<file path="src/rtl/rfenc_pkg.sv">
package rfenc_pkg;

  typedef enum logic [1:0] {
    ST_IDLE = 2'd0,
    ST_HASH = 2'd1,
    ST_SEND = 2'd2
  } seq_state_e;

  localparam logic [7:0]  SYNC_BYTE    = 8'hC3;
  localparam logic [15:0] CRC_POLY     = 16'h1021;
  localparam logic [15:0] SCR_CRC_MASK = 16'hAEE4;

  function automatic logic [7:0] rev8(input logic [7:0] b);
    logic [7:0] r;
    for (int i = 0; i < 8; i++) r[i] = b[7-i];
    return r;
  endfunction

  function automatic logic [7:0] white_key(input logic [3:0] i);
    logic [7:0] k;
    case (i)
      4'd0:  k = 8'hD0;
      4'd1:  k = 8'h9E;
      4'd2:  k = 8'h53;
      4'd3:  k = 8'h33;
      4'd4:  k = 8'hD8;
      4'd5:  k = 8'hBA;
      4'd6:  k = 8'h98;
      4'd7:  k = 8'h08;
      4'd8:  k = 8'h24;
      4'd9:  k = 8'hCB;
      4'd10: k = 8'h3B;
      4'd11: k = 8'hFC;
      4'd12: k = 8'h71;
      4'd13: k = 8'hA3;
      4'd14: k = 8'hF4;
      default: k = 8'h55;
    endcase
    return k;
  endfunction

  // one byte into the CRC, MSB of d first
  function automatic logic [15:0] crc_step8(input logic [15:0] c, input logic [7:0] d);
    logic [15:0] r;
    logic        fb;
    r = c;
    for (int i = 7; i >= 0; i--) begin
      fb = r[15] ^ d[i];
      r  = {r[14:0], 1'b0} ^ (fb ? CRC_POLY : 16'h0000);
    end
    return r;
  endfunction

  function automatic logic [3:0] fec_sym(input logic b);
    return b ? 4'hC : 4'h3;
  endfunction

endpackage

</file>
<file path="src/rtl/rfenc_store.sv">
module rfenc_store #(
  parameter int DEPTH = 16,
  parameter int AW    = 4
) (
  input  logic          clk,
  input  logic          rst_n,
  input  logic          lock,
  input  logic          wr_en,
  input  logic [AW-1:0] wr_idx,
  input  logic [7:0]    wr_data,
  input  logic [AW-1:0] rd_idx,
  output logic [7:0]    rd_data
);

  logic [7:0] mem_q [DEPTH];

  generate
    for (genvar e = 0; e < DEPTH; e++) begin : g_entry
      logic ent_en;
      assign ent_en = wr_en && !lock && (wr_idx == AW'(e));

      always_ff @(posedge clk or negedge rst_n) begin
        if (!rst_n)      mem_q[e] <= 8'h00;
        else if (ent_en) mem_q[e] <= wr_data;
      end

      // a write attempted during a frame leaves the entry untouched
      p_locked_r10: assert property (@(posedge clk) disable iff (!rst_n)
        (lock && wr_en && wr_idx == AW'(e)) |=> $stable(mem_q[e]));
    end
  endgenerate

  always_comb begin
    rd_data = 8'h00;
    for (int e = 0; e < DEPTH; e++)
      if (rd_idx == AW'(e)) rd_data = mem_q[e];
  end

endmodule

</file>
<file path="src/rtl/rfenc_crc.sv">
module rfenc_crc (
  input  logic        clk,
  input  logic        rst_n,
  input  logic        clr,
  input  logic        en,
  input  logic [7:0]  din,
  output logic [15:0] crc_q
);
  import rfenc_pkg::*;

  logic [15:0] crc_d;
  logic        crc_ce;

  always_comb begin
    crc_ce = clr || en;
    crc_d  = clr ? 16'h0000 : crc_step8(crc_q, rev8(din));
  end

  always_ff @(posedge clk or negedge rst_n) begin
    if (!rst_n)      crc_q <= 16'h0000;
    else if (crc_ce) crc_q <= crc_d;
  end

endmodule

</file>
<file path="src/rtl/rfenc_ctrl.sv">
module rfenc_ctrl #(
  parameter int MAX_LEN    = 16,
  parameter int ADDR_BYTES = 4,
  parameter int LEN_W      = 5,
  parameter int IDX_W      = 7,
  parameter int AW         = 4
) (
  input  logic                    clk,
  input  logic                    rst_n,
  input  logic                    start,
  input  logic [LEN_W-1:0]        len_in,
  input  logic                    scr_in,
  input  logic [8*ADDR_BYTES-1:0] addr_in,
  input  logic                    out_ready,
  output logic                    busy,
  output logic                    out_valid,
  output logic                    hash_en,
  output logic                    crc_clr,
  output logic [LEN_W-1:0]        len_q,
  output logic                    scr_q,
  output logic [8*ADDR_BYTES-1:0] addr_q,
  output logic [IDX_W-1:0]        idx_q,
  output logic [IDX_W-1:0]        frame_len,
  output logic [AW-1:0]           rd_idx
);
  import rfenc_pkg::*;

  localparam int HDR_BYTES = ADDR_BYTES + 2;
  localparam int MAX_FRAME = HDR_BYTES + (MAX_LEN + 2) * 4;

  seq_state_e              state_q, state_d;
  logic [LEN_W-1:0]        len_d, ptr_q, ptr_d, len_clamp;
  logic                    scr_d;
  logic [8*ADDR_BYTES-1:0] addr_d;
  logic [IDX_W-1:0]        idx_d;

  assign frame_len = IDX_W'(HDR_BYTES) + ((IDX_W'(len_q) + IDX_W'(2)) << 2);
  assign busy      = (state_q != ST_IDLE);
  assign out_valid = (state_q == ST_SEND);
  assign hash_en   = (state_q == ST_HASH);
  assign crc_clr   = start && (state_q == ST_IDLE);
  assign len_clamp = (len_in > LEN_W'(MAX_LEN)) ? LEN_W'(MAX_LEN) : len_in;
  assign rd_idx    = hash_en ? AW'(ptr_q)
                             : AW'((idx_q - IDX_W'(HDR_BYTES)) >> 2);

  always_comb begin
    state_d = state_q;
    len_d   = len_q;
    scr_d   = scr_q;
    addr_d  = addr_q;
    ptr_d   = ptr_q;
    idx_d   = idx_q;
    case (state_q)
      ST_IDLE: begin
        if (start) begin
          len_d   = len_clamp;
          scr_d   = scr_in;
          addr_d  = addr_in;
          ptr_d   = '0;
          idx_d   = '0;
          state_d = (len_clamp == '0) ? ST_SEND : ST_HASH;
        end
      end
      ST_HASH: begin
        ptr_d = ptr_q + LEN_W'(1);
        if (ptr_q == len_q - LEN_W'(1)) state_d = ST_SEND;
      end
      ST_SEND: begin
        if (out_ready) begin
          if (idx_q == frame_len - IDX_W'(1)) state_d = ST_IDLE;
          else                                idx_d   = idx_q + IDX_W'(1);
        end
      end
      default: state_d = ST_IDLE;
    endcase
  end

  always_ff @(posedge clk or negedge rst_n) begin
    if (!rst_n) begin
      state_q <= ST_IDLE;
      len_q   <= '0;
      scr_q   <= 1'b0;
      addr_q  <= '0;
      ptr_q   <= '0;
      idx_q   <= '0;
    end else begin
      state_q <= state_d;
      len_q   <= len_d;
      scr_q   <= scr_d;
      addr_q  <= addr_d;
      ptr_q   <= ptr_d;
      idx_q   <= idx_d;
    end
  end

  // start while busy changes nothing latched
  p_start_ign_r9: assert property (@(posedge clk) disable iff (!rst_n)
    (busy && start) |=> ($stable(len_q) && $stable(addr_q) && $stable(scr_q)));

  // length stays in range and keeps its 4-byte granularity
  p_len_range_r5: assert property (@(posedge clk) disable iff (!rst_n)
    (frame_len <= IDX_W'(MAX_FRAME)) && (frame_len[1:0] == 2'b10));

endmodule

</file>
<file path="src/rtl/rfenc_byte_map.sv">
module rfenc_byte_map #(
  parameter int ADDR_BYTES = 4,
  parameter int LEN_W      = 5,
  parameter int IDX_W      = 7
) (
  input  logic [IDX_W-1:0]        idx,
  input  logic [LEN_W-1:0]        len_q,
  input  logic [8*ADDR_BYTES-1:0] addr_q,
  input  logic [15:0]             crc_q,
  input  logic                    scr_q,
  input  logic [7:0]              src_byte,
  output logic [7:0]              byte_out
);
  import rfenc_pkg::*;

  localparam int HDR_BYTES = ADDR_BYTES + 2;

  logic [IDX_W-1:0] k, src;
  logic [1:0]       q;
  logic [7:0]       crc_hi, crc_lo, pick, raw;
  logic [15:0]      mask;

  always_comb begin
    k      = idx - IDX_W'(HDR_BYTES);
    src    = {2'b00, k[IDX_W-1:2]};
    q      = k[1:0];
    mask   = scr_q ? SCR_CRC_MASK : 16'h0000;
    crc_hi = rev8(crc_q[15:8]) ^ mask[15:8];
    crc_lo = rev8(crc_q[7:0])  ^ mask[7:0];

    if (src < IDX_W'(len_q))       pick = src_byte;
    else if (src == IDX_W'(len_q)) pick = crc_hi;
    else                           pick = crc_lo;

    raw = {fec_sym(pick[{q, 1'b0}]), fec_sym(pick[{q, 1'b1}])};

    if (idx < IDX_W'(ADDR_BYTES)) begin
      raw = 8'h00;
      for (int a = 0; a < ADDR_BYTES; a++)
        if (idx == IDX_W'(a)) raw = addr_q[8*a +: 8];
    end else if (idx < IDX_W'(HDR_BYTES)) begin
      raw = SYNC_BYTE;
    end

    byte_out = rev8(raw);
  end

endmodule

</file>
<file path="src/rtl/rfenc_top.sv">
module rfenc_top #(
  parameter  int MAX_LEN    = 16,
  parameter  int ADDR_BYTES = 4,
  localparam int LEN_W      = $clog2(MAX_LEN + 1),
  localparam int AW         = $clog2(MAX_LEN),
  localparam int MAX_FRAME  = ADDR_BYTES + 2 + (MAX_LEN + 2) * 4,
  localparam int IDX_W      = $clog2(MAX_FRAME + 1)
) (
  input  logic                    clk,
  input  logic                    rst_n,
  input  logic                    start,
  input  logic [LEN_W-1:0]        pay_len,
  input  logic                    scramble_en,
  input  logic [8*ADDR_BYTES-1:0] tx_addr,
  input  logic                    wr_en,
  input  logic [AW-1:0]           wr_idx,
  input  logic [7:0]              wr_data,
  output logic                    busy,
  output logic [IDX_W-1:0]        frame_len,
  output logic                    out_valid,
  input  logic                    out_ready,
  output logic [7:0]              out_data
);
  import rfenc_pkg::*;

  logic                    hash_en, crc_clr, scr_q;
  logic [LEN_W-1:0]        len_q;
  logic [8*ADDR_BYTES-1:0] addr_q;
  logic [IDX_W-1:0]        idx_q;
  logic [AW-1:0]           rd_idx;
  logic [7:0]              rd_data, white;
  logic [15:0]             crc_q;

  rfenc_ctrl #(
    .MAX_LEN(MAX_LEN), .ADDR_BYTES(ADDR_BYTES),
    .LEN_W(LEN_W), .IDX_W(IDX_W), .AW(AW)
  ) ctrl_i (
    .clk(clk), .rst_n(rst_n), .start(start), .len_in(pay_len),
    .scr_in(scramble_en), .addr_in(tx_addr), .out_ready(out_ready),
    .busy(busy), .out_valid(out_valid), .hash_en(hash_en), .crc_clr(crc_clr),
    .len_q(len_q), .scr_q(scr_q), .addr_q(addr_q), .idx_q(idx_q),
    .frame_len(frame_len), .rd_idx(rd_idx)
  );

  rfenc_store #(.DEPTH(MAX_LEN), .AW(AW)) store_i (
    .clk(clk), .rst_n(rst_n), .lock(busy), .wr_en(wr_en), .wr_idx(wr_idx),
    .wr_data(wr_data), .rd_idx(rd_idx), .rd_data(rd_data)
  );

  assign white = rd_data ^ (scr_q ? white_key(4'(rd_idx)) : 8'h00);

  rfenc_crc crc_i (
    .clk(clk), .rst_n(rst_n), .clr(crc_clr), .en(hash_en),
    .din(white), .crc_q(crc_q)
  );

  rfenc_byte_map #(.ADDR_BYTES(ADDR_BYTES), .LEN_W(LEN_W), .IDX_W(IDX_W)) map_i (
    .idx(idx_q), .len_q(len_q), .addr_q(addr_q), .crc_q(crc_q),
    .scr_q(scr_q), .src_byte(white), .byte_out(out_data)
  );

  // a stalled byte is held
  p_hold_r8: assert property (@(posedge clk) disable iff (!rst_n)
    (out_valid && !out_ready) |=> (out_valid && $stable(out_data)));

  // a frame only ends on an accepted byte
  p_end_on_xfer_r8: assert property (@(posedge clk) disable iff (!rst_n)
    $fell(busy) |-> $past(out_valid && out_ready));

endmodule

</file>
<file path="config.mk">
export PLATFORM = sky130hd
export DESIGN_NAME = rfenc_top
export DESIGN_NICKNAME = d
export VERILOG_FILES = /design/src/rtl/rfenc_pkg.sv /design/src/rtl/rfenc_store.sv /design/src/rtl/rfenc_crc.sv /design/src/rtl/rfenc_ctrl.sv /design/src/rtl/rfenc_byte_map.sv /design/src/rtl/rfenc_top.sv
export SDC_FILE = /design/constraint.sdc
export NUM_CORES = 1
export LEC_CHECK = 0
export ABC_CLOCK_PERIOD_IN_PS = 11100
export BUFFER_PORTS_ARGS = -buffer_cell sky130_fd_sc_hd__buf_2
export CAP_MARGIN = 25
export CELL_PAD_IN_SITES_DETAIL_PLACEMENT = 0
export CELL_PAD_IN_SITES_GLOBAL_PLACEMENT = 1
export CORE_ASPECT_RATIO = 0.7
export CORE_MARGIN = 2
export CORE_UTILIZATION = 52
export DETAILED_ROUTE_END_ITERATION = 10
export PLACE_DENSITY = 0.85
export SYNTH_ARGS = -nofsm -noshare
export SYNTH_HDL_FRONTEND = slang
export SYNTH_SLANG_ARGS = --single-unit
</file>
<file path="constraint.sdc">
create_clock -name clk -period 11.1 [get_ports clk]
set_input_delay 1.11 -clock clk [delete_from_list [all_inputs] [get_ports clk]]
set_output_delay 1.11 -clock clk [all_outputs]
set_load 0.01 [all_outputs]
</file>
==> flow_summary.html, run 1 <==
<table>
<tr><th>Metric</th><th>Value</th></tr>
<tr><th colspan="2">Run status</th></tr>
<tr><td>Result of the run</td><td>complete, no violations</td></tr>
<tr><th colspan="2">Pwr</th></tr>
<tr><td>Combinational share of power</td><td>0.595</td></tr>
<tr><td>Net switching fraction of the power</td><td>0.450</td></tr>
<tr><td>Peak ir drop on the vdd network</td><td>approximately 180 uV</td></tr>
<tr><td>Sw Pwr</td><td>2.07 mW</td></tr>
<tr><td>Power share of the sequential group</td><td>0.256</td></tr>
<tr><td>Power per cell area</td><td>370 nW/um^2</td></tr>
<tr><td>Internal power contribution</td><td>about 2.5 mW</td></tr>
<tr><td>Static leakage</td><td>5.79 nW</td></tr>
<tr><td>Portion of total power attributed to the clock network</td><td>0.149</td></tr>
<tr><th colspan="2">Placement</th></tr>
<tr><td>Input/output buffers</td><td>a little under 70</td></tr>
<tr><td>Placer congestion estimate</td><td>0.911</td></tr>
<tr><td>DPL Wire Length</td><td>between 20000 and 25000 um</td></tr>
<tr><td>Post-detailed-placement cell area</td><td>around 12000 sq um</td></tr>
<tr><th colspan="2">Route</th></tr>
<tr><td>Post-detailed-routing wire length</td><td>roughly 30000 um</td></tr>
<tr><td>Post-route antenna net violation count</td><td>0</td></tr>
<tr><td>Via density</td><td>6.19</td></tr>
<tr><td>Routed vias</td><td>about 9000</td></tr>
<tr><td>Routed WL per cell</td><td>between 20 and 25 um</td></tr>
<tr><td>Number of DRC markers in iteration 0</td><td>about 940</td></tr>
<tr><td>DRC violations left</td><td>0</td></tr>
<tr><td>Drt first pass iters</td><td>6</td></tr>
<tr><th colspan="2">Worst setup path</th></tr>
<tr><td>Sort of element at the start of the critical path</td><td>register</td></tr>
<tr><td>Largest fanout of any net on the critical path</td><td>52</td></tr>
<tr><td>Cell at the slowest stage of the critical path</td><td>sky130_fd_sc_hd__ha_2</td></tr>
<tr><td>Data required, critical path</td><td>9.99 ns</td></tr>
<tr><td>Critical-path cell list</td><td>ha_1 &gt; xnor2_1 &gt; mux2i_2 &gt; inv_1 &gt; ha_2 &gt; clkinv_1 &gt; o21a_1 &gt; a22oi_1 &gt; o22ai_1 &gt; a222oi_1 &gt; a2111oi_2 &gt; nor4_1 &gt; o21ai_0 &gt; a21oi_1 &gt; a211o_1 &gt; buf_2</td></tr>
<tr><td>Crit path capture type</td><td>output port</td></tr>
<tr><td>Arrival time at the worst endpoint</td><td>6.59 ns</td></tr>
<tr><td>Kind of cell adding the most delay to the critical path</td><td>compound AO/OA/AOI/OAI gates</td></tr>
<tr><td>Critical path start-end classification</td><td>reg -&gt; out</td></tr>
<tr><td>WP buf/inv</td><td>3</td></tr>
<tr><td>Critical path's largest stage delay</td><td>between 0.8 and 0.9 ns</td></tr>
<tr><th colspan="2">Global routing</th></tr>
<tr><td>Global-route wire length before repair</td><td>approximately 48000 um</td></tr>
<tr><td>Number of global-route vias before repair</td><td>between 8000 and 9000</td></tr>
<tr><td>Pin count of the biggest net entering global routing</td><td>70</td></tr>
<tr><td>Antenna violations before repair</td><td>0</td></tr>
<tr><td>GRT Residual Overflow</td><td>0</td></tr>
<tr><td>GRT Resource Usage Total</td><td>0.268</td></tr>
<tr><th colspan="2">Timing</th></tr>
<tr><td>Final critical-path required period</td><td>between 7 and 8 ns</td></tr>
<tr><td>Share of the clock period used by the worst path after layout</td><td>0.693</td></tr>
<tr><td>Achievable clock frequency</td><td>0.130 GHz</td></tr>
<tr><td>Setup_tns</td><td>0 ns</td></tr>
<tr><td>Unrepaired setup endpoints after global routing</td><td>false</td></tr>
<tr><td>Pins over their slew limit</td><td>0</td></tr>
<tr><td>Slew at the pin closest to its max-slew limit</td><td>1.11 ns</td></tr>
<tr><td>Final number of setup-violating endpoints</td><td>0</td></tr>
<tr><td>Number of hold violations in the final report</td><td>0</td></tr>
<tr><td>Slew HR</td><td>0.255</td></tr>
<tr><td>Setup clock skew after layout</td><td>around 0.016 ns</td></tr>
<tr><td>Hold Slack</td><td>about 0.48 ns</td></tr>
<tr><th colspan="2">Die</th></tr>
<tr><td>Core region area</td><td>21500 sq um</td></tr>
<tr><td>Number of top-level pins</td><td>72</td></tr>
<tr><td>Overall die width</td><td>~180 um</td></tr>
<tr><td>Die Height</td><td>127 um</td></tr>
<tr><td>Initial Util</td><td>0.526</td></tr>
<tr><td>Standard-cell rows</td><td>between 40 and 50</td></tr>
<tr><td>Area enclosed by the die boundary</td><td>23000 sq um</td></tr>
<tr><th colspan="2">Cells and area</th></tr>
<tr><td>Syn-to-layout area delta</td><td>9.88%</td></tr>
<tr><td>Layout cells sized above 1</td><td>0.242</td></tr>
<tr><td>Post-route standard cell area excluding fillers</td><td>around 12000 sq um</td></tr>
<tr><td>NumNets Final</td><td>1236</td></tr>
<tr><td>Count of antenna diodes in the layout</td><td>0</td></tr>
<tr><th colspan="2">Logic synthesis</th></tr>
<tr><td>Number of synthesized register bits</td><td>about 200</td></tr>
<tr><td>Mean area per synthesized cell</td><td>9.96 sq um</td></tr>
<tr><td>Top area cells in the synthesized netlist</td><td>sky130_fd_sc_hd__dfrtp_1 (43%), sky130_fd_sc_hd__mux2_2 (12%), sky130_fd_sc_hd__nand2_1 (5.7%), sky130_fd_sc_hd__ha_1 (2.4%), sky130_fd_sc_hd__o21ai_0 (2.3%)</td></tr>
<tr><td>Post-synth EDFFs</td><td>0</td></tr>
<tr><td>Syn_nets</td><td>1213</td></tr>
<tr><td>Fraction of the yosys area taken by sequential cells</td><td>0.433</td></tr>
<tr><td>Number of unique standard cell types used by synthesis</td><td>93</td></tr>
<tr><td>Synth warnings</td><td>0</td></tr>
<tr><td>Most used flip-flop cell after synthesis</td><td>sky130_fd_sc_hd__dfrtp_1</td></tr>
<tr><td>Synthesized instance count</td><td>1136</td></tr>
<tr><td>Yosys top cell by area</td><td>sky130_fd_sc_hd__dfrtp_1</td></tr>
<tr><td>Cell area after synthesis</td><td>between 10000 and 15000 sq um</td></tr>
<tr><td>Count leader, synth</td><td>sky130_fd_sc_hd__dfrtp_1</td></tr>
<tr><td>Synth top area share</td><td>0.433</td></tr>
<tr><td>Share of async-settable or async-resettable flops after synthesis</td><td>1.00</td></tr>
<tr><td>Commonest cells in the netlist</td><td>sky130_fd_sc_hd__dfrtp_1 (196), sky130_fd_sc_hd__nand2_1 (173), sky130_fd_sc_hd__mux2_2 (124)</td></tr>
<tr><th colspan="2">Clock tree</th></tr>
<tr><td>Number of sinks handled by clock tree synthesis</td><td>around 200</td></tr>
<tr><td>Root Buffer</td><td>sky130_fd_sc_hd__clkbuf_16</td></tr>
<tr><td>Post-CTS Setup Repair Bufs</td><td>0</td></tr>
<tr><td>Clock-pin slew on the worst setup and hold paths</td><td>about 0.080 ns</td></tr>
<tr><td>Post-cts resize count</td><td>0</td></tr>
<tr><td>Largest buffer count on any clock path</td><td>2</td></tr>
<tr><td>Clock latency on the worst-skew pair</td><td>~0.45 ns</td></tr>
<tr><td>Number of buffers created by CTS</td><td>17</td></tr>
<tr><td>Cts-stage hold buffer count</td><td>0</td></tr>
<tr><td>CTS tree</td><td>built</td></tr>
<tr><td># H-tree levels</td><td>4</td></tr>
<tr><th colspan="2">Flow run</th></tr>
<tr><td>Maximum Capacitance Violations</td><td>0</td></tr>
<tr><th colspan="2">Min path</th></tr>
<tr><td>Worst hold path type</td><td>reg -&gt; reg</td></tr>
</table>
[cell families (layout without fill, tap and decap cells)]
group                      after synthesis  in the layout  synth area share
DFF                                    196            196             0.433
AOI/OAI and AO/OA                      256            256             0.161
xor gates and xnor gates                56             56            0.0551
buffers and inverters                  110            144            0.0429
and+or+nand+nor                        356            356             0.144
adders and majority gates               22             22            0.0243
other                                    2              2          0.000664
muxes                                  138            138             0.138
[area by class of cell]
cell class | count | area (sq um)
well taps | 282 | 353
multi-input cells | 830 | 5940
clock buffers | 19 | 443
inverters | 28 | 105
fillers | 1895 | 9070
repair buffers | 86 | 494
clock inverters | 11 | 198
flip-flops and latches | 196 | 4900
[metal layers]
metal | GRT usage | share of wire | vias to the layer above | wire (um)
met2 | 0.362 | 0.40 | 381 | 12100
li1 | - | - | 4093 | -
met4 | 0.0621 | 0.010 | 0 | 317
met5 | 0 | 0 | - | 0
met1 | 0.432 | 0.50 | 4493 | 15200
met3 | 0.0573 | 0.089 | 27 | 2710
[cell usage in the layout, fill, tap and decap left out, types with 12 or more instances in the layout]
cell and n:
sky130_fd_sc_hd__a21oi_1 45, sky130_fd_sc_hd__o22ai_1 15, sky130_fd_sc_hd__a221oi_1 15, sky130_fd_sc_hd__buf_4 16, sky130_fd_sc_hd__nor2b_1 14, sky130_fd_sc_hd__xor2_1 20
sky130_fd_sc_hd__mux2_2 124, sky130_fd_sc_hd__nand2_1 172, sky130_fd_sc_hd__a211oi_1 12, sky130_fd_sc_hd__nor2_1 64, sky130_fd_sc_hd__buf_2 68, sky130_fd_sc_hd__dfrtp_1 196
sky130_fd_sc_hd__clkbuf_16 17, sky130_fd_sc_hd__o21ai_0 53, sky130_fd_sc_hd__a22oi_1 16, sky130_fd_sc_hd__nand3_1 41, sky130_fd_sc_hd__inv_1 26, sky130_fd_sc_hd__ha_1 21
sky130_fd_sc_hd__xnor2_1 25
[worst paths after layout]
path,start,end,slack (ns),cells after the start
setup / recovery,ctrl_i.idx_q[2],out_data[4],3.40,16
hold / removal,ctrl_i.addr_q[3],ctrl_i.addr_q[3],0.48,2
setup reg to reg,ctrl_i.idx_q[2],crc_i.crc_q[14],5.29,15
min in group asynchronous,rst_n,ctrl_i.ptr_q[4],0.65,1
max in group asynchronous,rst_n,store_i.mem_q[47],8.42,3
hold reg to reg,ctrl_i.addr_q[3],ctrl_i.addr_q[3],0.48,2
[per-stage QoR]
stage          setup WS [ns]   util  instances  power (mW)
5_1_grt                 2.97  0.578       1452        4.93
3_5_place_dp            4.03  0.547       1419        3.89
3_3_place_gp            4.11  0.547       1419        3.83
2_1_floorplan           6.34      -       1136        3.19
4_1_cts                 3.50  0.577       1449        4.58
6_report                3.40  0.578       1452        4.60
[flip-flops by register name, summed over array words and instances, names as in the netlist]
name and count:
ctrl_i.idx_q 7, crc_i.crc_q 16, ctrl_i.ptr_q 5, ctrl_i.scr_q 1, ctrl_i.len_q 5, ctrl_i.state_q 2, store_i.mem_q 128, ctrl_i.addr_q 32
[power groups by stage]
stage | Combinational, mW | Sequential, mW | Clock [mW]
floorplan | 2.11 | 1.08 | 0
global route | 3.01 | 1.20 | 0.724
detailed placement | 2.71 | 1.18 | 0
CTS | 2.72 | 1.17 | 0.696
finish | 2.74 | 1.18 | 0.687
global placement | 2.66 | 1.17 | 0
[worst register-to-register path: stages (launching register included)]
cell	delay, ns
sky130_fd_sc_hd__dfrtp_1	0.61
sky130_fd_sc_hd__ha_1	0.52
sky130_fd_sc_hd__xnor2_1	0.22
sky130_fd_sc_hd__mux2i_2	0.21
sky130_fd_sc_hd__inv_1	0.15
sky130_fd_sc_hd__ha_2	0.87
sky130_fd_sc_hd__clkinv_1	0.87
sky130_fd_sc_hd__o21a_1	0.31
sky130_fd_sc_hd__a22oi_1	0.16
sky130_fd_sc_hd__o22ai_1	0.10
sky130_fd_sc_hd__a222oi_1	0.51
sky130_fd_sc_hd__a2111oi_2	0.18
sky130_fd_sc_hd__nor3_2	0.30
sky130_fd_sc_hd__xnor3_1	0.43
sky130_fd_sc_hd__xor2_1	0.18
sky130_fd_sc_hd__o21ai_1	0.08
Power figures use the tool's default switching activity.
==> inputs of run 2 (changes only) <==
--- a/config.mk
+++ b/config.mk
@@ -5,16 +5,17 @@
 export SDC_FILE = /design/constraint.sdc
 export NUM_CORES = 1
 export LEC_CHECK = 0
-export ABC_CLOCK_PERIOD_IN_PS = 11100
+export ABC_AREA = 1
+export ABC_CLOCK_PERIOD_IN_PS = 7600
 export BUFFER_PORTS_ARGS = -buffer_cell sky130_fd_sc_hd__buf_2
 export CAP_MARGIN = 25
 export CELL_PAD_IN_SITES_DETAIL_PLACEMENT = 0
 export CELL_PAD_IN_SITES_GLOBAL_PLACEMENT = 1
 export CORE_ASPECT_RATIO = 0.7
 export CORE_MARGIN = 2
-export CORE_UTILIZATION = 52
+export CORE_UTILIZATION = 45
 export DETAILED_ROUTE_END_ITERATION = 10
-export PLACE_DENSITY = 0.85
+export PLACE_DENSITY = 0.79
 export SYNTH_ARGS = -nofsm -noshare
 export SYNTH_HDL_FRONTEND = slang
 export SYNTH_SLANG_ARGS = --single-unit
==> constraint.sdc (replaced) <==
create_clock -name clk -period 7.6 [get_ports clk]
set_input_delay 0.76 -clock clk [delete_from_list [all_inputs] [get_ports clk]]
set_output_delay 0.76 -clock clk [all_outputs]
set_load 0.01 [all_outputs]
==> flow_summary.html, run 2 <==
<table>
<tr><th>Metric</th><th>Value</th></tr>
<tr><th colspan="2">Placement</th></tr>
<tr><td>Post-placement setup slack</td><td>1.94 ns (-2.09 ns)</td></tr>
<tr><td>DPL Wire Length</td><td>22800 um (+7.8%)</td></tr>
<tr><td>DP Cell Count</td><td>1891 (+33%)</td></tr>
<tr><td>Input/output buffers</td><td>69 (unchanged)</td></tr>
<tr><td>Placer congestion estimate</td><td>0.911 (about the same)</td></tr>
<tr><th colspan="2">Clock tree</th></tr>
<tr><td>Cts-stage hold buffer count</td><td>0 (unchanged)</td></tr>
<tr><td>Largest buffer count on any clock path</td><td>2 (unchanged)</td></tr>
<tr><td>Post-CTS Setup Repair Bufs</td><td>0 (unchanged)</td></tr>
<tr><td>Number of buffers created by CTS</td><td>17 (unchanged)</td></tr>
<tr><td>Clock-pin slew on the worst setup and hold paths</td><td>0.07 ns (about the same)</td></tr>
<tr><td>CTS tree</td><td>built</td></tr>
<tr><td>Clock latency on the worst-skew pair</td><td>0.44 ns (about the same)</td></tr>
<tr><td>Root Buffer</td><td>sky130_fd_sc_hd__clkbuf_16</td></tr>
<tr><td>Number of sinks handled by clock tree synthesis</td><td>196 (unchanged)</td></tr>
<tr><td>Post-cts resize count</td><td>0 (unchanged)</td></tr>
<tr><td># H-tree levels</td><td>4 (unchanged)</td></tr>
<tr><th colspan="2">Cells and area</th></tr>
<tr><td>Most common library cell in the layout ignoring fill and taps</td><td>sky130_fd_sc_hd__nand2_1</td></tr>
<tr><td>Count of antenna diodes in the layout</td><td>0 (unchanged)</td></tr>
<tr><td>Post-layout util</td><td>0.503 (-0.0749)</td></tr>
<tr><td>Most used cells in the layout excluding fill and tap cells</td><td>sky130_fd_sc_hd__nand2_1 (570), sky130_fd_sc_hd__dfrtp_1 (196), sky130_fd_sc_hd__o21ai_0 (183), sky130_fd_sc_hd__inv_1 (153), sky130_fd_sc_hd__nand3_1 (113)</td></tr>
<tr><td>Largest registers in the final layout</td><td>store_i.mem_q (128), ctrl_i.addr_q (32), crc_i.crc_q (16)</td></tr>
<tr><td>Syn-to-layout area delta</td><td>10.3%</td></tr>
<tr><td>NumNets Final</td><td>1662 (+34%)</td></tr>
<tr><td>Layout fillers</td><td>2496 (+32%)</td></tr>
<tr><td>Most flops, register</td><td>store_i.mem_q</td></tr>
<tr><td>Final std cells w/o fill</td><td>1922 (+32%)</td></tr>
<tr><td>Layout cells sized above 1</td><td>0.110 (-0.132)</td></tr>
<tr><td>Flip-flop count of the largest register after layout</td><td>128 (unchanged)</td></tr>
<tr><th colspan="2">Logic synthesis</th></tr>
<tr><td>Top area cells in the synthesized netlist</td><td>sky130_fd_sc_hd__dfrtp_1 (44%), sky130_fd_sc_hd__nand2_1 (19%), sky130_fd_sc_hd__o21ai_0 (8.2%), sky130_fd_sc_hd__inv_1 (5.1%), sky130_fd_sc_hd__nand3_1 (5.1%)</td></tr>
<tr><td>Commonest cells in the netlist</td><td>sky130_fd_sc_hd__nand2_1 (570), sky130_fd_sc_hd__dfrtp_1 (196), sky130_fd_sc_hd__o21ai_0 (183)</td></tr>
<tr><td>Mean area per synthesized cell</td><td>7.23 sq um (-27%)</td></tr>
<tr><td>Share of async-settable or async-resettable flops after synthesis</td><td>1.00 (unchanged)</td></tr>
<tr><td>Count leader, synth</td><td>sky130_fd_sc_hd__nand2_1</td></tr>
<tr><td>Synthesized instance count</td><td>1546 (+36%)</td></tr>
<tr><td>Number of unique standard cell types used by synthesis</td><td>46 (-51%)</td></tr>
<tr><td>Syn_nets</td><td>1623 (+34%)</td></tr>
<tr><td>Yosys top cell by area</td><td>sky130_fd_sc_hd__dfrtp_1</td></tr>
<tr><td>Synth warnings</td><td>0 (unchanged)</td></tr>
<tr><td>Most used flip-flop cell after synthesis</td><td>sky130_fd_sc_hd__dfrtp_1</td></tr>
<tr><td>Synth top area share</td><td>0.439 (+0.00543)</td></tr>
<tr><td>Number of synthesized register bits</td><td>196 (unchanged)</td></tr>
<tr><td>Cell area after synthesis</td><td>11200 sq um (-1.2%)</td></tr>
<tr><td>Fraction of the yosys area taken by sequential cells</td><td>0.439 (+0.00543)</td></tr>
<tr><td>Post-synth EDFFs</td><td>0 (unchanged)</td></tr>
<tr><th colspan="2">Worst setup path</th></tr>
<tr><td>Worst reg2reg startpoint</td><td>ctrl_i.idx_q[1]</td></tr>
<tr><td>Startpoint of the most critical setup path</td><td>ctrl_i.idx_q[1]</td></tr>
<tr><td>Largest fanout of any net on the critical path</td><td>10 (-81%)</td></tr>
<tr><td>Sort of element at the start of the critical path</td><td>register</td></tr>
<tr><td>Data required, critical path</td><td>6.84 ns (-3.15 ns)</td></tr>
<tr><td>Arrival time at the worst endpoint</td><td>5.45 ns (-1.14 ns)</td></tr>
<tr><td>Cell type with the highest occurrence count on the critical path</td><td>sky130_fd_sc_hd__nand2_1</td></tr>
<tr><td>Critical path start-end classification</td><td>reg -&gt; out</td></tr>
<tr><td>Crit path capture type</td><td>output port</td></tr>
<tr><td>Critical path's largest stage delay</td><td>0.62 ns (-0.25 ns)</td></tr>
<tr><td>Cell at the slowest stage of the critical path</td><td>sky130_fd_sc_hd__o21ai_0</td></tr>
<tr><th colspan="2">Global routing</th></tr>
<tr><td>Global-route wire length before repair</td><td>50000 um (+4.3%)</td></tr>
<tr><td>GRT Residual Overflow</td><td>0 (unchanged)</td></tr>
<tr><td>Pin count of the biggest net entering global routing</td><td>74 (+5.7%)</td></tr>
<tr><td>GRT Resource Usage Total</td><td>0.251 (-0.0169)</td></tr>
<tr><td>Number of global-route vias before repair</td><td>9053 (+8.1%)</td></tr>
<tr><td>Antenna violations before repair</td><td>0 (unchanged)</td></tr>
<tr><th colspan="2">Route</th></tr>
<tr><td>Post-detailed-routing wire length</td><td>31500 um (+3.7%)</td></tr>
<tr><td>Post-route antenna net violation count</td><td>0 (unchanged)</td></tr>
<tr><td>DRC violations left</td><td>0 (unchanged)</td></tr>
<tr><td>Drt first pass iters</td><td>5 (-1)</td></tr>
<tr><td>Routed vias</td><td>10000 (+12%)</td></tr>
<tr><td>Number of DRC markers in iteration 0</td><td>804 (-14%)</td></tr>
<tr><td>Via density</td><td>5.23 (-16%)</td></tr>
<tr><td>Routed WL per cell</td><td>16.4 um (-22%)</td></tr>
<tr><th colspan="2">Die</th></tr>
<tr><td>Area enclosed by the die boundary</td><td>26100 sq um (+14%)</td></tr>
<tr><td>Number of top-level pins</td><td>72 (unchanged)</td></tr>
<tr><td>Initial Util</td><td>0.456 (-0.0700)</td></tr>
<tr><td>Standard-cell rows</td><td>48 (+6.7%)</td></tr>
<tr><td>Overall die width</td><td>192 um (+6.7%)</td></tr>
<tr><td>Die Height</td><td>136 um (+6.6%)</td></tr>
<tr><td>Core region area</td><td>24500 sq um (+14%)</td></tr>
<tr><th colspan="2">Timing</th></tr>
<tr><td>Pins over their slew limit</td><td>0 (unchanged)</td></tr>
<tr><td>Share of the clock period used by the worst path after layout</td><td>0.817</td></tr>
<tr><td>Slew at the pin closest to its max-slew limit</td><td>0.967 ns (-0.146 ns)</td></tr>
<tr><td>Slew HR</td><td>0.353 (+0.0976)</td></tr>
<tr><td>Setup clock skew after layout</td><td>0.0114 ns (-0.00457 ns)</td></tr>
<tr><td>Number of hold violations in the final report</td><td>0 (unchanged)</td></tr>
<tr><td>Unrepaired setup endpoints after global routing</td><td>false</td></tr>
<tr><td>Setup_tns</td><td>0 ns (unchanged)</td></tr>
<tr><td>Final critical-path required period</td><td>slightly above 6 ns</td></tr>
<tr><td>Achievable clock frequency</td><td>roughly 0.16 GHz</td></tr>
<tr><td>Final number of setup-violating endpoints</td><td>0 (unchanged)</td></tr>
<tr><td>Post-route setup slack</td><td>1.39 ns (-2.01 ns)</td></tr>
<tr><th colspan="2">Min path</th></tr>
<tr><td>Worst hold path type</td><td>in -&gt; async</td></tr>
<tr><th colspan="2">Pwr</th></tr>
<tr><td>Static leakage</td><td>6.37 nW (+10%)</td></tr>
<tr><td>Power per cell area</td><td>503 nW/um^2 (+36%)</td></tr>
<tr><td>Sum of internal, switching and leakage power</td><td>6.21 mW (+35%)</td></tr>
<tr><td>Peak ir drop on the vdd network</td><td>225 uV (+28%)</td></tr>
<tr><th colspan="2">Flow run</th></tr>
<tr><td>Maximum Capacitance Violations</td><td>0 (unchanged)</td></tr>
<tr><th colspan="2">Run status</th></tr>
<tr><td>Result of the run</td><td>complete, no violations</td></tr>
</table>
-- run 2: cell count changes after synthesis, sizes merged, moves of 18 or more --
| cell | delta |
|---|---|
| buf | -18 |
| or2 | +20 |
| xnor2 | -21 |
| inv | +146 |
| o21ai | +128 |
| nand3 | +79 |
| mux2 | -125 |
| nand2 | +419 |
-- run 2: path summary, 6_finish.rpt --
check                      slack (ns)  cells after the start                  to
max                              1.39                     31         out_data[4]
min                              0.31                      1   store_i.mem_q[53]
max reg2reg                      2.67                     35     crc_i.crc_q[15]
min reg2reg                      0.48                      2   ctrl_i.addr_q[21]
max in group asynchronous        5.91                      2  store_i.mem_q[121]
min in group clk                 0.48                      2   ctrl_i.addr_q[21]
-- run 2: critical path, delay by kind of cell, from the launching register on --
| kind | cells | cell delay, ns |
|---|---|---|
| compound gates | 1 | 0.62 |
| simple gates | 25 | 2.65 |
| flops | 1 | 0.49 |
| fa+ha+maj | 2 | 0.78 |
| buf+inv | 3 | 0.44 |
-- run 2: metal layers --
layer  vias to the layer above  routed length [um]  track usage
li1                       5008                   -            -
met1                      4806               17200        0.409
met2                       220               12300        0.336
met3                        15                1750       0.0521
met4                         0                 281       0.0500
met5                         -                   0            0
-- run 2: power by group --
| part | switching [mW] | internal (mW) | leakage [nW] |
|---|---|---|---|
| Sequential | 0.270 | 1.44 | 2.57 |
| Clock | 0.404 | 0.561 | 0.299 |
| Combinational | 2.42 | 1.11 | 3.50 |
-- run 2: layout make-up --
type	instances	area (sq um)	area share
multi-input combinational	1123	5350	0.434
sequential	196	4900	0.398
inverter	173	659	0.0535
clock buffer	24	502	0.0407
tap	325	407	0.0330
timing repair buffer	74	392	0.0318
clock inverter	7	119	0.00964
-- run 2: logic make-up (layout without fill, tap and decap cells) --
family,count (synthesis),after routing,share of synthesized area
compound gates,253,253,0.119
xor+xnor,17,17,0.0133
fa+ha+maj,22,22,0.0246
buf+inv,227,278,0.0825
flops,196,196,0.439
other cells,2,2,0.000672
simple gates,829,829,0.321
-- run 2: stage by stage --
| stage | area [sq um] | hold slack, ns |
|---|---|---|
| final | 12300 | 0.311 |
| after floorplan | 11200 | 0.444 |
| after detailed placement | 11700 | 0.462 |
| after global routing | 12300 | 0.363 |
| after CTS | 12300 | 0.346 |
| after global placement | 11700 | 0.459 |
==> inputs of run 3 (changes only) <==
--- a/config.mk
+++ b/config.mk
@@ -6,16 +6,16 @@
 export NUM_CORES = 1
 export LEC_CHECK = 0
 export ABC_AREA = 1
-export ABC_CLOCK_PERIOD_IN_PS = 7600
+export ABC_CLOCK_PERIOD_IN_PS = 5200
 export BUFFER_PORTS_ARGS = -buffer_cell sky130_fd_sc_hd__buf_2
 export CAP_MARGIN = 25
 export CELL_PAD_IN_SITES_DETAIL_PLACEMENT = 0
 export CELL_PAD_IN_SITES_GLOBAL_PLACEMENT = 1
 export CORE_ASPECT_RATIO = 0.7
 export CORE_MARGIN = 2
-export CORE_UTILIZATION = 45
+export CORE_UTILIZATION = 41
 export DETAILED_ROUTE_END_ITERATION = 10
-export PLACE_DENSITY = 0.79
+export PLACE_DENSITY = 0.76
 export SYNTH_ARGS = -nofsm -noshare
 export SYNTH_HDL_FRONTEND = slang
 export SYNTH_SLANG_ARGS = --single-unit
==> constraint.sdc (replaced) <==
create_clock -name clk -period 5.2 [get_ports clk]
set_input_delay 0.52 -clock clk [delete_from_list [all_inputs] [get_ports clk]]
set_output_delay 0.52 -clock clk [all_outputs]
set_load 0.01 [all_outputs]
==> flow_summary.html, run 3 (synthesis gave the netlist of run 2 again) <==
<table>
<tr><th>Metric</th><th>Value</th></tr>
<tr><th colspan="2">Route</th></tr>
<tr><td>Routed WL per cell</td><td>16.7 um (+1.5%)</td></tr>
<tr><td>Number of DRC markers in iteration 0</td><td>851 (+5.8%)</td></tr>
<tr><td>DRC violations left</td><td>0 (unchanged)</td></tr>
<tr><td>Post-detailed-routing wire length</td><td>33100 um (+4.9%)</td></tr>
<tr><td>Post-route antenna net violation count</td><td>0 (unchanged)</td></tr>
<tr><td>Via density</td><td>5.10 (-2.4%)</td></tr>
<tr><td>Routed vias</td><td>10100 (+0.79%)</td></tr>
<tr><td>Drt first pass iters</td><td>5 (unchanged)</td></tr>
<tr><th colspan="2">Timing</th></tr>
<tr><td>Setup_tns</td><td>0 ns (unchanged)</td></tr>
<tr><td>Final number of setup-violating endpoints</td><td>0 (unchanged)</td></tr>
<tr><td>Share of the clock period used by the worst path after layout</td><td>0.924</td></tr>
<tr><td>Slew at the pin closest to its max-slew limit</td><td>0.827 ns (-0.140 ns)</td></tr>
<tr><td>Achievable clock frequency</td><td>between 0.2 and 0.25 GHz</td></tr>
<tr><td>Slew HR</td><td>0.447 (+0.0936)</td></tr>
<tr><td>Final critical-path required period</td><td>roughly 4.8 ns</td></tr>
<tr><td>Number of hold violations in the final report</td><td>0 (unchanged)</td></tr>
<tr><td>Pins over their slew limit</td><td>0 (unchanged)</td></tr>
<tr><td>Post-route setup slack</td><td>0.393 ns (-1.00 ns)</td></tr>
<tr><td>Setup clock skew after layout</td><td>0.0136 ns (+0.00224 ns)</td></tr>
<tr><th colspan="2">Die</th></tr>
<tr><td>Standard-cell rows</td><td>50 (+4.2%)</td></tr>
<tr><td>Overall die width</td><td>201 um (+4.7%)</td></tr>
<tr><td>Number of top-level pins</td><td>72 (unchanged)</td></tr>
<tr><td>Area enclosed by the die boundary</td><td>28600 sq um (+9.5%)</td></tr>
<tr><td>Initial Util</td><td>0.417 (-0.0387)</td></tr>
<tr><td>Die Height</td><td>142 um (+4.6%)</td></tr>
<tr><td>Core region area</td><td>26800 sq um (+9.3%)</td></tr>
<tr><th colspan="2">Worst setup path</th></tr>
<tr><td>Critical path start-end classification</td><td>reg -&gt; out</td></tr>
<tr><td>Arrival time at the worst endpoint</td><td>4.29 ns (-1.16 ns)</td></tr>
<tr><td>Worst reg2reg startpoint</td><td>ctrl_i.state_q[0]</td></tr>
<tr><td>Cell depth of the worst setup path</td><td>34 (+9.7%)</td></tr>
<tr><td>Startpoint of the most critical setup path</td><td>ctrl_i.state_q[0]</td></tr>
<tr><td>Sort of element at the start of the critical path</td><td>register</td></tr>
<tr><td>WP buf/inv</td><td>8 (+5)</td></tr>
<tr><td>Critical path's largest stage delay</td><td>0.40 ns (-0.22 ns)</td></tr>
<tr><td>Cell at the slowest stage of the critical path</td><td>sky130_fd_sc_hd__dfrtp_1</td></tr>
<tr><td>Destination of the worst register-to-register timing path</td><td>crc_i.crc_q[15]</td></tr>
<tr><td>Largest fanout of any net on the critical path</td><td>14 (+4)</td></tr>
<tr><td>Cell depth of the worst flop-to-flop path</td><td>34 (-2.9%)</td></tr>
<tr><td>Kind of cell adding the most delay to the critical path</td><td>simple AND/OR/NAND/NOR gates</td></tr>
<tr><td>Crit path capture type</td><td>output port</td></tr>
<tr><td>Worst reg-to-reg setup slack</td><td>1.19 ns (-1.48 ns)</td></tr>
<tr><td>Data required, critical path</td><td>4.68 ns (-2.16 ns)</td></tr>
<tr><td>Critical Path End</td><td>out_data[4]</td></tr>
<tr><td>Cell type with the highest occurrence count on the critical path</td><td>sky130_fd_sc_hd__nand2_1</td></tr>
<tr><th colspan="2">Cells and area</th></tr>
<tr><td>Most common library cell in the layout ignoring fill and taps</td><td>sky130_fd_sc_hd__nand2_1</td></tr>
<tr><td>Seq. cell area</td><td>4910 sq um (about the same)</td></tr>
<tr><td>Most used cells in the layout excluding fill and tap cells</td><td>sky130_fd_sc_hd__nand2_1 (570), sky130_fd_sc_hd__dfrtp_1 (195), sky130_fd_sc_hd__o21ai_0 (181), sky130_fd_sc_hd__inv_1 (152), sky130_fd_sc_hd__nand3_1 (112)</td></tr>
<tr><td>Flip-flop count of the largest register after layout</td><td>128 (unchanged)</td></tr>
<tr><td>Layout fillers</td><td>2826 (+13%)</td></tr>
<tr><td>Most flops, register</td><td>store_i.mem_q</td></tr>
<tr><td>Post-layout util</td><td>0.470 (-0.0335)</td></tr>
<tr><td>Layout cells sized above 1</td><td>0.128 (+0.0181)</td></tr>
<tr><td>Largest registers in the final layout</td><td>store_i.mem_q (128), ctrl_i.addr_q (32), crc_i.crc_q (16)</td></tr>
<tr><td>Total area of multi-input combinational cells</td><td>5400 sq um (+0.89%)</td></tr>
<tr><td>Syn-to-layout area delta</td><td>12.5%</td></tr>
<tr><td>NumNets Final</td><td>1685 (+1.4%)</td></tr>
<tr><td>Count of antenna diodes in the layout</td><td>0 (unchanged)</td></tr>
<tr><th colspan="2">Global routing</th></tr>
<tr><td>Global-route wire length before repair</td><td>52900 um (+5.9%)</td></tr>
<tr><td>GRT Resource Usage Total</td><td>0.239 (-0.0120)</td></tr>
<tr><td>Number of global-route vias before repair</td><td>9508 (+5.0%)</td></tr>
<tr><td>Antenna violations before repair</td><td>0 (unchanged)</td></tr>
<tr><td>GRT Residual Overflow</td><td>0 (unchanged)</td></tr>
<tr><td>Pin count of the biggest net entering global routing</td><td>119 (+61%)</td></tr>
<tr><th colspan="2">Clock tree</th></tr>
<tr><td>Root Buffer</td><td>sky130_fd_sc_hd__clkbuf_16</td></tr>
<tr><td>Clock latency on the worst-skew pair</td><td>0.46 ns (+0.02 ns)</td></tr>
<tr><td># H-tree levels</td><td>4 (unchanged)</td></tr>
<tr><td>Largest buffer count on any clock path</td><td>2 (unchanged)</td></tr>
<tr><td>CTS tree</td><td>built</td></tr>
<tr><td>Number of sinks handled by clock tree synthesis</td><td>196 (unchanged)</td></tr>
<tr><td>Number of buffers created by CTS</td><td>17 (unchanged)</td></tr>
<tr><td>Clock-pin slew on the worst setup and hold paths</td><td>0.08 ns (about the same)</td></tr>
<tr><th colspan="2">Placement</th></tr>
<tr><td>DPL Wire Length</td><td>24200 um (+6.4%)</td></tr>
<tr><td>Post-placement setup slack</td><td>0.468 ns (-1.47 ns)</td></tr>
<tr><td>Placer congestion estimate</td><td>0.905 (-0.58%)</td></tr>
<tr><td>Input/output buffers</td><td>69 (unchanged)</td></tr>
<tr><th colspan="2">Min path</th></tr>
<tr><td>Worst hold path type</td><td>in -&gt; async</td></tr>
<tr><th colspan="2">Pwr</th></tr>
<tr><td>Static leakage</td><td>6.48 nW (+1.8%)</td></tr>
<tr><td>Power per cell area</td><td>731 nW/um^2 (+45%)</td></tr>
<tr><td>Peak ir drop on the vdd network</td><td>324 uV (+44%)</td></tr>
<tr><td>Sum of internal, switching and leakage power</td><td>9.20 mW (+48%)</td></tr>
<tr><th colspan="2">Flow run</th></tr>
<tr><td>Maximum Capacitance Violations</td><td>0 (unchanged)</td></tr>
<tr><th colspan="2">Run status</th></tr>
<tr><td>Result of the run</td><td>complete, no violations</td></tr>
</table>
==> run 3: changes by cell type in the layout (fill, tap and decap cells not counted), moves of 2 or more <==
| cell | delta |
|---|---|
| sky130_fd_sc_hd__buf_4 | +22 |
| sky130_fd_sc_hd__clkbuf_8 | -3 |
| sky130_fd_sc_hd__clkinv_2 | +3 |
| sky130_fd_sc_hd__clkinv_4 | +2 |
| sky130_fd_sc_hd__clkinvlp_4 | -2 |
| sky130_fd_sc_hd__ha_1 | -2 |
| sky130_fd_sc_hd__inv_6 | +2 |
| sky130_fd_sc_hd__nor2_4 | +2 |
| sky130_fd_sc_hd__o21ai_0 | -2 |
==> run 3: per-layer routing <==
layer  share of wire  vias to the layer above  track usage
li1                -                     5062            -
met1            0.53                     4779        0.382
met2            0.39                      261        0.317
met3           0.064                       26       0.0531
met4           0.013                        0       0.0600
met5               0                        -            0
==> run 3: timing repair <==
action,4_1_cts,5_1_grt
setup endpoints to repair,4,8
hold buffers,0,0
buffers inserted,0,7
gates resized for setup,1,13
pin swaps,0,1
==> run 3: worst min path at each step <==
stage,from,endpoint,slack (ns),cells after the start
6_report,rst_n,store_i.mem_q[41],0.09,1
2_1_floorplan,rst_n,crc_i.crc_q[0],0.22,0
3_5_place_dp,ctrl_i.addr_q[23],ctrl_i.addr_q[23],0.46,2
5_1_grt,rst_n,store_i.mem_q[37],0.13,1
4_1_cts,rst_n,store_i.mem_q[41],0.11,1
3_3_place_gp,store_i.mem_q[40],store_i.mem_q[40],0.46,2
==> run 3: power by group <==
| group | internal (mW) | total, mW | switching [mW] |
|---|---|---|---|
| sequential | 2.10 | 2.51 | 0.411 |
| clock | 0.737 | 1.36 | 0.624 |
| combinational | 1.76 | 5.33 | 3.56 |
==> run 3: area by class of cell <==
| class | instances | share of cell area |
|---|---|---|
| clock buffers | 21 | 0.0366 |
| clock inverters | 11 | 0.00985 |
| inverters | 173 | 0.0524 |
| multi-input cells | 1123 | 0.429 |
| flip-flops and latches | 196 | 0.390 |
| well taps | 364 | 0.0362 |
| repair buffers | 97 | 0.0458 |
==> run 3: per-stage QoR <==
stage	cell area [sq um]	std cells	hold slack, ns
after floorplan	11200	1546	0.224
after global placement	11900	1946	0.459
after detailed placement	11900	1946	0.463
after CTS	12500	1978	0.111
after global routing	12600	1985	0.132
final	12600	1985	0.0896
